[src/rtl/scache_pkg.sv]
`timescale 1ns/1ps
// Shared encodings for the small-sector cache.
package scache_pkg;
    // Commands sent to the lower sequencer.
    typedef enum logic [1:0] {
        LO_READ  = 2'd0,
        LO_ERASE = 2'd1,
        LO_PROG  = 2'd2
    } lo_op_e;
endpackage

[src/rtl/scache_buf.sv]
`timescale 1ns/1ps
// Erase-block byte buffer: one write port, one asynchronous read port.
// Assumes: the contents need no reset; the flags say what is meaningful.
module scache_buf #(
    parameter int BLK_SHIFT = 7
) (
    input  logic                 clk,
    input  logic                 we,
    input  logic [BLK_SHIFT-1:0] waddr,
    input  logic [7:0]           wdata,
    input  logic [BLK_SHIFT-1:0] raddr,
    output logic [7:0]           rdata
);
    localparam int BYTES = 1 << BLK_SHIFT;

    logic [7:0] mem [BYTES];

    // Store one byte per cycle.
    always_ff @(posedge clk) begin
        if (we) mem[waddr] <= wdata;
    end

    assign rdata = mem[raddr];
endmodule

[src/rtl/scache_flags.sv]
`timescale 1ns/1ps
// Tag and state flags of the buffered erase block.
// Assumes: a fill request overrides every other update in the same cycle.
module scache_flags #(
    parameter int TAG_W = 9
) (
    input  logic             clk,
    input  logic             rst_n,
    input  logic             fill_set,
    input  logic [TAG_W-1:0] fill_tag,
    input  logic             erase_set,
    input  logic             dirty_set,
    input  logic             flush_clr,
    output logic             valid,
    output logic             dirty,
    output logic             erased,
    output logic [TAG_W-1:0] tag
);
    // Update flags from the controller's one-cycle events.
    always_ff @(posedge clk) begin
        if (!rst_n) begin
            valid  <= 1'b0;
            dirty  <= 1'b0;
            erased <= 1'b0;
            tag    <= '0;
        end else if (fill_set) begin
            valid  <= 1'b1;
            dirty  <= 1'b0;
            erased <= 1'b0;
            tag    <= fill_tag;
        end else begin
            if (flush_clr) begin
                dirty  <= 1'b0;
                erased <= 1'b0;
            end
            if (erase_set) erased <= 1'b1;
            if (dirty_set) dirty  <= 1'b1;
        end
    end

    assert_fill_R4: assert property (@(posedge clk) disable iff (!rst_n)
        fill_set |=> (valid && !dirty && !erased && tag == $past(fill_tag)));
    assert_flush_R5: assert property (@(posedge clk) disable iff (!rst_n)
        flush_clr |=> (!dirty && !erased));
    assert_keep_R3: assert property (@(posedge clk) disable iff (!rst_n)
        valid |=> valid);
endmodule

[src/rtl/scache_ctrl.sv]
`timescale 1ns/1ps
// Request sequencer: lookup, flush, fill, erase-if-needed, sector copy,
// final flush, and the bypass read path.
// Assumes: the lower sequencer answers each cmd_req with exactly one
// cmd_done, and never raises lo_wtake or lo_rvalid in the cmd_done cycle.
module scache_ctrl
    import scache_pkg::*;
#(
    parameter int ADDR_W     = 16,
    parameter int SECT_SHIFT = 4,
    parameter int BLK_SHIFT  = 7,
    parameter int PAGE_SHIFT = 5,
    parameter int CNT_W      = 6,
    parameter int LEN_W      = 11
) (
    input  logic                       clk,
    input  logic                       rst_n,
    input  logic                       req_valid,
    output logic                       req_ready,
    input  logic [1:0]                 req_op,
    input  logic [ADDR_W-SECT_SHIFT-1:0] req_sector,
    input  logic [CNT_W-1:0]           req_count,
    output logic                       req_done,
    input  logic                       wr_valid,
    output logic                       wr_ready,
    input  logic [7:0]                 wr_data,
    output logic                       rd_valid,
    output logic [7:0]                 rd_data,
    output logic                       cmd_req,
    output logic [1:0]                 cmd_op,
    output logic [ADDR_W-1:0]          cmd_addr,
    output logic [LEN_W-1:0]           cmd_len,
    input  logic                       cmd_done,
    input  logic                       lo_rvalid,
    input  logic [7:0]                 lo_rdata,
    input  logic                       lo_wtake,
    output logic                       buf_we,
    output logic [BLK_SHIFT-1:0]       buf_waddr,
    output logic [7:0]                 buf_wdata,
    output logic [BLK_SHIFT-1:0]       buf_raddr,
    input  logic                       fl_valid,
    input  logic                       fl_dirty,
    input  logic                       fl_erased,
    input  logic [ADDR_W-BLK_SHIFT-1:0] fl_tag,
    output logic                       fl_fill,
    output logic [ADDR_W-BLK_SHIFT-1:0] fl_new_tag,
    output logic                       fl_erase_set,
    output logic                       fl_dirty_set,
    output logic                       fl_clear
);
    localparam int SPB        = BLK_SHIFT - SECT_SHIFT;
    localparam int SEC_W      = ADDR_W - SECT_SHIFT;
    localparam int TAG_W      = ADDR_W - BLK_SHIFT;
    localparam int BLK_BYTES  = 1 << BLK_SHIFT;
    localparam int PAGE_BYTES = 1 << PAGE_SHIFT;

    typedef enum logic [3:0] {
        S_IDLE, S_LOOK, S_FLUSH_CMD, S_FLUSH_WAIT, S_FILL_CMD, S_FILL_WAIT,
        S_PREP, S_ERASE_CMD, S_ERASE_WAIT, S_COPY, S_NEXT,
        S_RD_CMD, S_RD_WAIT, S_DONE
    } state_e;

    state_e                state;
    logic [1:0]            op_q;
    logic [SEC_W-1:0]      sec_q;
    logic [CNT_W-1:0]      cnt_q;
    logic [BLK_SHIFT-1:0]  ptr;
    logic                  fl_final;

    logic [TAG_W-1:0]      blk;
    logic [SPB-1:0]        slot;
    logic                  hit;
    logic                  is_write;
    logic                  copy_step;
    logic                  sect_last;

    assign blk       = sec_q[SEC_W-1:SPB];
    assign slot      = sec_q[SPB-1:0];
    assign hit       = fl_valid && (fl_tag == blk);
    assign is_write  = (op_q == 2'd1);
    assign copy_step = (state == S_COPY) && (op_q[1] || wr_valid);
    assign sect_last = &ptr[SECT_SHIFT-1:0];

    // Main sequencer: state, request fields and byte pointer.
    always_ff @(posedge clk) begin
        if (!rst_n) begin
            state    <= S_IDLE;
            op_q     <= 2'd0;
            sec_q    <= '0;
            cnt_q    <= '0;
            ptr      <= '0;
            fl_final <= 1'b0;
        end else begin
            case (state)
                S_IDLE: if (req_valid) begin
                    op_q  <= req_op;
                    sec_q <= req_sector;
                    cnt_q <= req_count;
                    if (req_count == '0)      state <= S_DONE;
                    else if (req_op == 2'd0)  state <= S_RD_CMD;
                    else                      state <= S_LOOK;
                end
                S_LOOK: begin
                    ptr <= '0;
                    if (hit) state <= S_PREP;
                    else if (fl_dirty || fl_erased) begin
                        fl_final <= 1'b0;
                        state    <= S_FLUSH_CMD;
                    end else state <= S_FILL_CMD;
                end
                S_FLUSH_CMD: state <= S_FLUSH_WAIT;
                S_FLUSH_WAIT: begin
                    if (lo_wtake) ptr <= ptr + BLK_SHIFT'(1);
                    if (cmd_done) begin
                        if (ptr != '0)     state <= S_FLUSH_CMD;
                        else if (fl_final) state <= S_DONE;
                        else               state <= S_FILL_CMD;
                    end
                end
                S_FILL_CMD: begin
                    ptr   <= '0;
                    state <= S_FILL_WAIT;
                end
                S_FILL_WAIT: begin
                    if (lo_rvalid) ptr <= ptr + BLK_SHIFT'(1);
                    if (cmd_done)  state <= S_PREP;
                end
                S_PREP: begin
                    ptr   <= '0;
                    state <= fl_erased ? S_COPY : S_ERASE_CMD;
                end
                S_ERASE_CMD: state <= S_ERASE_WAIT;
                S_ERASE_WAIT: if (cmd_done) state <= S_COPY;
                S_COPY: if (copy_step) begin
                    ptr <= ptr + BLK_SHIFT'(1);
                    if (sect_last) state <= S_NEXT;
                end
                S_NEXT: begin
                    ptr <= '0;
                    if (cnt_q == CNT_W'(1)) begin
                        if (fl_dirty || fl_erased) begin
                            fl_final <= 1'b1;
                            state    <= S_FLUSH_CMD;
                        end else state <= S_DONE;
                    end else begin
                        sec_q <= sec_q + SEC_W'(1);
                        cnt_q <= cnt_q - CNT_W'(1);
                        state <= S_LOOK;
                    end
                end
                S_RD_CMD: state <= S_RD_WAIT;
                S_RD_WAIT: if (cmd_done) state <= S_DONE;
                S_DONE: state <= S_IDLE;
                default: state <= S_IDLE;
            endcase
        end
    end

    // Command fields for the lower sequencer, one-cycle pulse per command.
    always_comb begin
        cmd_req  = 1'b0;
        cmd_op   = LO_READ;
        cmd_addr = '0;
        cmd_len  = '0;
        case (state)
            S_FLUSH_CMD: begin
                cmd_req  = 1'b1;
                cmd_op   = LO_PROG;
                cmd_addr = {fl_tag, ptr};
                cmd_len  = LEN_W'(PAGE_BYTES);
            end
            S_FILL_CMD: begin
                cmd_req  = 1'b1;
                cmd_addr = {blk, {BLK_SHIFT{1'b0}}};
                cmd_len  = LEN_W'(BLK_BYTES);
            end
            S_ERASE_CMD: begin
                cmd_req  = 1'b1;
                cmd_op   = LO_ERASE;
                cmd_addr = {blk, {BLK_SHIFT{1'b0}}};
                cmd_len  = LEN_W'(BLK_BYTES);
            end
            S_RD_CMD: begin
                cmd_req  = 1'b1;
                cmd_addr = {sec_q, {SECT_SHIFT{1'b0}}};
                cmd_len  = LEN_W'(cnt_q) << SECT_SHIFT;
            end
            default: ;
        endcase
    end

    // Buffer write source: refill bytes, host bytes or erased pattern.
    always_comb begin
        buf_we    = 1'b0;
        buf_waddr = ptr;
        buf_wdata = lo_rdata;
        if (state == S_FILL_WAIT && lo_rvalid) begin
            buf_we = 1'b1;
        end else if (copy_step) begin
            buf_we    = 1'b1;
            buf_waddr = {slot, ptr[SECT_SHIFT-1:0]};
            buf_wdata = op_q[1] ? 8'hFF : wr_data;
        end
    end

    assign buf_raddr    = ptr;
    assign req_ready    = (state == S_IDLE);
    assign req_done     = (state == S_DONE);
    assign wr_ready     = (state == S_COPY) && is_write;
    assign rd_valid     = (state == S_RD_WAIT) && lo_rvalid;
    assign rd_data      = lo_rdata;
    assign fl_fill      = (state == S_FILL_WAIT) && cmd_done;
    assign fl_new_tag   = blk;
    assign fl_erase_set = (state == S_ERASE_WAIT) && cmd_done;
    assign fl_dirty_set = copy_step && sect_last;
    assign fl_clear     = (state == S_FLUSH_WAIT) && cmd_done && (ptr == '0);

    assert_pulse_R10: assert property (@(posedge clk) disable iff (!rst_n)
        cmd_req |=> !cmd_req);
    assert_idle_R10: assert property (@(posedge clk) disable iff (!rst_n)
        req_done |=> req_ready);
    assert_prog_R5: assert property (@(posedge clk) disable iff (!rst_n)
        (cmd_req && cmd_op == LO_PROG) |-> (fl_dirty || fl_erased));
    assert_erase_R6: assert property (@(posedge clk) disable iff (!rst_n)
        (cmd_req && cmd_op == LO_ERASE) |-> !fl_erased);
    assert_miss_R3: assert property (@(posedge clk) disable iff (!rst_n)
        (state == S_FILL_CMD) |-> !(fl_valid && fl_tag == blk));
    assert_bypass_R9: assert property (@(posedge clk) disable iff (!rst_n)
        (state == S_RD_WAIT) |=> ($stable(fl_tag) && $stable(fl_valid)));
endmodule

[src/rtl/sector_cache.sv]
`timescale 1ns/1ps
// Small-sector cache: presents flash as small erasable sectors on top of
// large erase blocks, using one buffered erase block with write-back.
// Assumes: SECT_SHIFT < BLK_SHIFT, PAGE_SHIFT <= BLK_SHIFT.
module sector_cache #(
    parameter int ADDR_W     = 16,
    parameter int SECT_SHIFT = 4,
    parameter int BLK_SHIFT  = 7,
    parameter int PAGE_SHIFT = 5,
    parameter int CNT_W      = 6,
    localparam int SEC_W     = ADDR_W - SECT_SHIFT,
    localparam int LEN_W     = (CNT_W + SECT_SHIFT > BLK_SHIFT) ?
                               CNT_W + SECT_SHIFT + 1 : BLK_SHIFT + 1
) (
    input  logic              clk,
    input  logic              rst_n,
    input  logic              req_valid,
    output logic              req_ready,
    input  logic [1:0]        req_op,
    input  logic [SEC_W-1:0]  req_sector,
    input  logic [CNT_W-1:0]  req_count,
    output logic              req_done,
    input  logic              wr_valid,
    output logic              wr_ready,
    input  logic [7:0]        wr_data,
    output logic              rd_valid,
    output logic [7:0]        rd_data,
    output logic              cmd_req,
    output logic [1:0]        cmd_op,
    output logic [ADDR_W-1:0] cmd_addr,
    output logic [LEN_W-1:0]  cmd_len,
    input  logic              cmd_done,
    input  logic              lo_rvalid,
    input  logic [7:0]        lo_rdata,
    input  logic              lo_wtake,
    output logic [7:0]        lo_wdata
);
    localparam int TAG_W = ADDR_W - BLK_SHIFT;

    logic                 buf_we;
    logic [BLK_SHIFT-1:0] buf_waddr;
    logic [7:0]           buf_wdata;
    logic [BLK_SHIFT-1:0] buf_raddr;
    logic                 fl_valid;
    logic                 fl_dirty;
    logic                 fl_erased;
    logic [TAG_W-1:0]     fl_tag;
    logic                 fl_fill;
    logic [TAG_W-1:0]     fl_new_tag;
    logic                 fl_erase_set;
    logic                 fl_dirty_set;
    logic                 fl_clear;

    scache_ctrl #(
        .ADDR_W(ADDR_W), .SECT_SHIFT(SECT_SHIFT), .BLK_SHIFT(BLK_SHIFT),
        .PAGE_SHIFT(PAGE_SHIFT), .CNT_W(CNT_W), .LEN_W(LEN_W)
    ) u_ctrl (
        .clk(clk), .rst_n(rst_n),
        .req_valid(req_valid), .req_ready(req_ready), .req_op(req_op),
        .req_sector(req_sector), .req_count(req_count), .req_done(req_done),
        .wr_valid(wr_valid), .wr_ready(wr_ready), .wr_data(wr_data),
        .rd_valid(rd_valid), .rd_data(rd_data),
        .cmd_req(cmd_req), .cmd_op(cmd_op), .cmd_addr(cmd_addr),
        .cmd_len(cmd_len), .cmd_done(cmd_done),
        .lo_rvalid(lo_rvalid), .lo_rdata(lo_rdata), .lo_wtake(lo_wtake),
        .buf_we(buf_we), .buf_waddr(buf_waddr), .buf_wdata(buf_wdata),
        .buf_raddr(buf_raddr),
        .fl_valid(fl_valid), .fl_dirty(fl_dirty), .fl_erased(fl_erased),
        .fl_tag(fl_tag), .fl_fill(fl_fill), .fl_new_tag(fl_new_tag),
        .fl_erase_set(fl_erase_set), .fl_dirty_set(fl_dirty_set),
        .fl_clear(fl_clear)
    );

    scache_flags #(.TAG_W(TAG_W)) u_flags (
        .clk(clk), .rst_n(rst_n),
        .fill_set(fl_fill), .fill_tag(fl_new_tag),
        .erase_set(fl_erase_set), .dirty_set(fl_dirty_set),
        .flush_clr(fl_clear),
        .valid(fl_valid), .dirty(fl_dirty), .erased(fl_erased), .tag(fl_tag)
    );

    scache_buf #(.BLK_SHIFT(BLK_SHIFT)) u_buf (
        .clk(clk), .we(buf_we), .waddr(buf_waddr), .wdata(buf_wdata),
        .raddr(buf_raddr), .rdata(lo_wdata)
    );
endmodule

[config.mk]
export PLATFORM = sky130hd
export DESIGN_NAME = sector_cache
export DESIGN_NICKNAME = d
export VERILOG_FILES = /design/src/rtl/scache_pkg.sv /design/src/rtl/scache_buf.sv /design/src/rtl/scache_flags.sv /design/src/rtl/scache_ctrl.sv /design/src/rtl/sector_cache.sv
export SDC_FILE = /design/constraint.sdc
export NUM_CORES = 1
export LEC_CHECK = 0
export ABC_CLOCK_PERIOD_IN_PS = 5500
export BUFFER_PORTS_ARGS = -buffer_cell sky130_fd_sc_hd__buf_4
export CAP_MARGIN = 10
export CORE_UTILIZATION = 50
export DETAILED_ROUTE_END_ITERATION = 10
export HOLD_SLACK_MARGIN = 0.12
export PLACE_DENSITY_LB_ADDON = 0.3
export SYNTH_ARGS = -nofsm -noshare
export SYNTH_HDL_FRONTEND = slang
export SYNTH_SLANG_ARGS = --single-unit
[constraint.sdc]
create_clock -name clk -period 5.5 [get_ports clk]
set_input_delay 0.55 -clock clk [delete_from_list [all_inputs] [get_ports clk]]
set_output_delay 0.55 -clock clk [all_outputs]
set_load 0.05 [all_outputs]
==> metrics.txt <==
EDFF count, synth=1,024; worst r2r src=u_ctrl.state[0]; via count=21,000; pwr/cell area=426 nW/um^2; # IOs=93; WP data arrival=4.19 ns; DRT Pass-1 Iters=6; CTS H-tree lvls=3; clk_lat worst skew=0.66 ns; worst vdd ir=272 uV; # setup viols final=0; clk_skew=0.0227 ns; Static Leak=14.6 nW; synthesized area per cell=20.7 um^2; via/cell ratio=6.16; hold depth=3; WS Path Type=reg2out; crit-path max FO=50; Slew @ Worst Pin=1.29 ns; min cycle time layout=4.74 ns; worst-path cell chain=buf_12 > mux4_2 > mux4_2 > mux4_2 > mux2_2 > buf_4; Worst path slowest cell=dfxtp_4; CP bufs+invs=2; remaining global-route overflow=0; # DRC=0; hold crit path type=in2reg; slack of the worst reg-to-reg path=1.21 ns; Initial Util=50.8%; number of nets in the layout=2,240; largest buffer count on any clock path=3; register area share after synthesis=74.4%; Hold Fails Final Rpt=0; crit start category=register; hold_sp=req_op[1]; first-pass GRT wire length=approximately 150 mm; synthesized area=42,700 um^2; Iteration-0 DRC Markers=2,437; Crit path top cell by count=mux4_2; die area=86,600 um^2; critical path endpoint category=output pin; cts repair resizes=0; Yosys warning count=0; CTS tree=built; Rows=106; Post-synth top cells=1,024 x edfxtp_1, 336 x mux4_2, 189 x nor2_1, 67 x clkbuf_1, 55 x nand2_1; post-route cell area=about 48,000 um^2; drt total wl=98.0 mm; r2r worst-path depth=7; fin crit share=86.2%; Clock Sinks=1,075; Clock Pin Slew Worst Setup and Hold Paths=0.06 ns; pin count of the biggest net entering global routing=129; DR WL/cell=28.8 um; count leader, synth=edfxtp_1; post-synthesis instance total=2,060; Synth cell types=57; Seq cells post-synth=1,075; Final Non-Filler Cells=3,405; initial antenna violation count=1; GP Congestion=about 0.85; top cell family by delay on the critical path=multiplexers; Required @ worst endpoint=approximately 5 ns; leading area contributor after synthesis=edfxtp_1; post-CTS setup buffers=0; CP max stage delay=around 0.8 ns; maximum achievable frequency=211 MHz; r2r endpoint=u_buf.mem[32][3]; layout cells sized above 1=29.1%; main flop type after synthesis=edfxtp_1; Setup TNS Final=0 ns; antenna viol nets, final=0; run status=finished clean; vias in the first global route=approximately 21,000; pins over their slew limit=0; DP Area=44,900 um^2; # diodes=0; Die Y=slightly below 300 um; area delta synth->final=13.1%; WHS Endpoint=u_ctrl.op_q[1]; dpl cells=3,219; Root Buffer=clkbuf_16; Slew headroom=between 10% and 20%; Yosys top cell area share=72.0%; max cap viols=0; CTS Buf Count=105; port bufs=87; top cells by area, synth=edfxtp_1 72%, mux4_2 18%, dfxtp_1 2.4%; hold_buf cts=0; Core Util, Final=57.4%; Post-DP HPWL=60.4 mm; chip width=294 um; Tot GR Track Use=23.2%; core area=84,100 um^2; unrepaired setup endpoints after global routing=false; ys async rst share=0%
==> logic make-up (layout without fill, tap and decap cells) <==
logic type,after synthesis,after routing,synth area share [%]
xor+xnor,15,15,0.308
buf+inv,139,346,1.49
flops,1075,1075,74.4
mux,357,357,18.2
other cells,1,5,0.00878
fa+ha+maj,5,5,0.147
simple gates,346,346,3.60
compound gates,122,122,1.81
==> power by group <==
group          internal, mW  total [mW]  switching (mW)
logic                  1.83        3.93            2.11
registers              9.26        9.49           0.235
clock network          4.14        7.14            2.99
total                  15.2        20.6            5.34
==> worst max path at each step <==
stage | end | slack [ns] | depth (start not counted)
after floorplan | u_buf.mem[0][5] | -0.54 | 6
after global placement | lo_wdata[5] | 1.38 | 6
after detailed placement | u_buf.mem[48][0] | 1.28 | 7
after CTS | lo_wdata[0] | 0.67 | 6
after global routing | lo_wdata[6] | 0.56 | 6
final | lo_wdata[3] | 0.76 | 6
==> area by class of cell <==
class,count,area [um^2]
Clock buffer,128,2780
Sequential cell,1075,31800
Inverter,10,37.5
Tap cell,1134,1420
Clock inverter,58,623
Multi-Input combinational cell,850,10400
Fill cell,6100,35800
Timing Repair Buffer,150,1250
==> worst min-delay path, cell delays in order <==
cell and delay (ns):
buf_4 0.12, nand3_1 0.06, a21oi_1 0.05
==> metal layers <==
metal / global-route usage [%] / up-vias / share of wire (%)
li1: - / 8756 / -
met1: 31.4 / 11100 / 40
met2: 37.7 / 915 / 50
met3: 6.15 / 161 / 8.4
met4: 5.98 / 0 / 2.3
met5: 0 / - / 0
==> state kept, by name (all words and copies together) (netlist names), named ones only <==
name / cells
u_buf.mem: 1024
u_ctrl.buf_raddr: 7
u_ctrl.cnt_q: 6
u_ctrl.fl_final: 1
u_ctrl.op_q: 2
u_ctrl.sec_q: 12
u_ctrl.state: 4
u_flags.dirty: 1
u_flags.erased: 1
u_flags.tag: 9
u_flags.valid: 1
==> through the flow <==
stage / worst slack [ns] / hold slack, ns / power (mW)
3_5_place_dp: 1.28 / 0.461 / 13.6
2_1_floorplan: -0.542 / 0.432 / 12.5
6_report: 0.759 / 0.158 / 20.6
3_3_place_gp: 1.38 / 0.451 / 13.6
4_1_cts: 0.673 / 0.125 / 20.7
5_1_grt: 0.557 / 0.146 / 21.2
==> cell usage in the layout, fill, tap and decap left out, drive strengths merged, types with 21 or more instances in the layout <==
master | Yosys | final
nand3 | 21 | 21
clkinv | 1 | 38
dfxtp | 51 | 51
mux4 | 336 | 336
buf | 62 | 150
edfxtp | 1024 | 1024
a21oi | 33 | 33
clkbuf | 67 | 128
o21ai | 35 | 35
nor2 | 189 | 189
nand2 | 55 | 55
(Power assumes the default switching activity.)
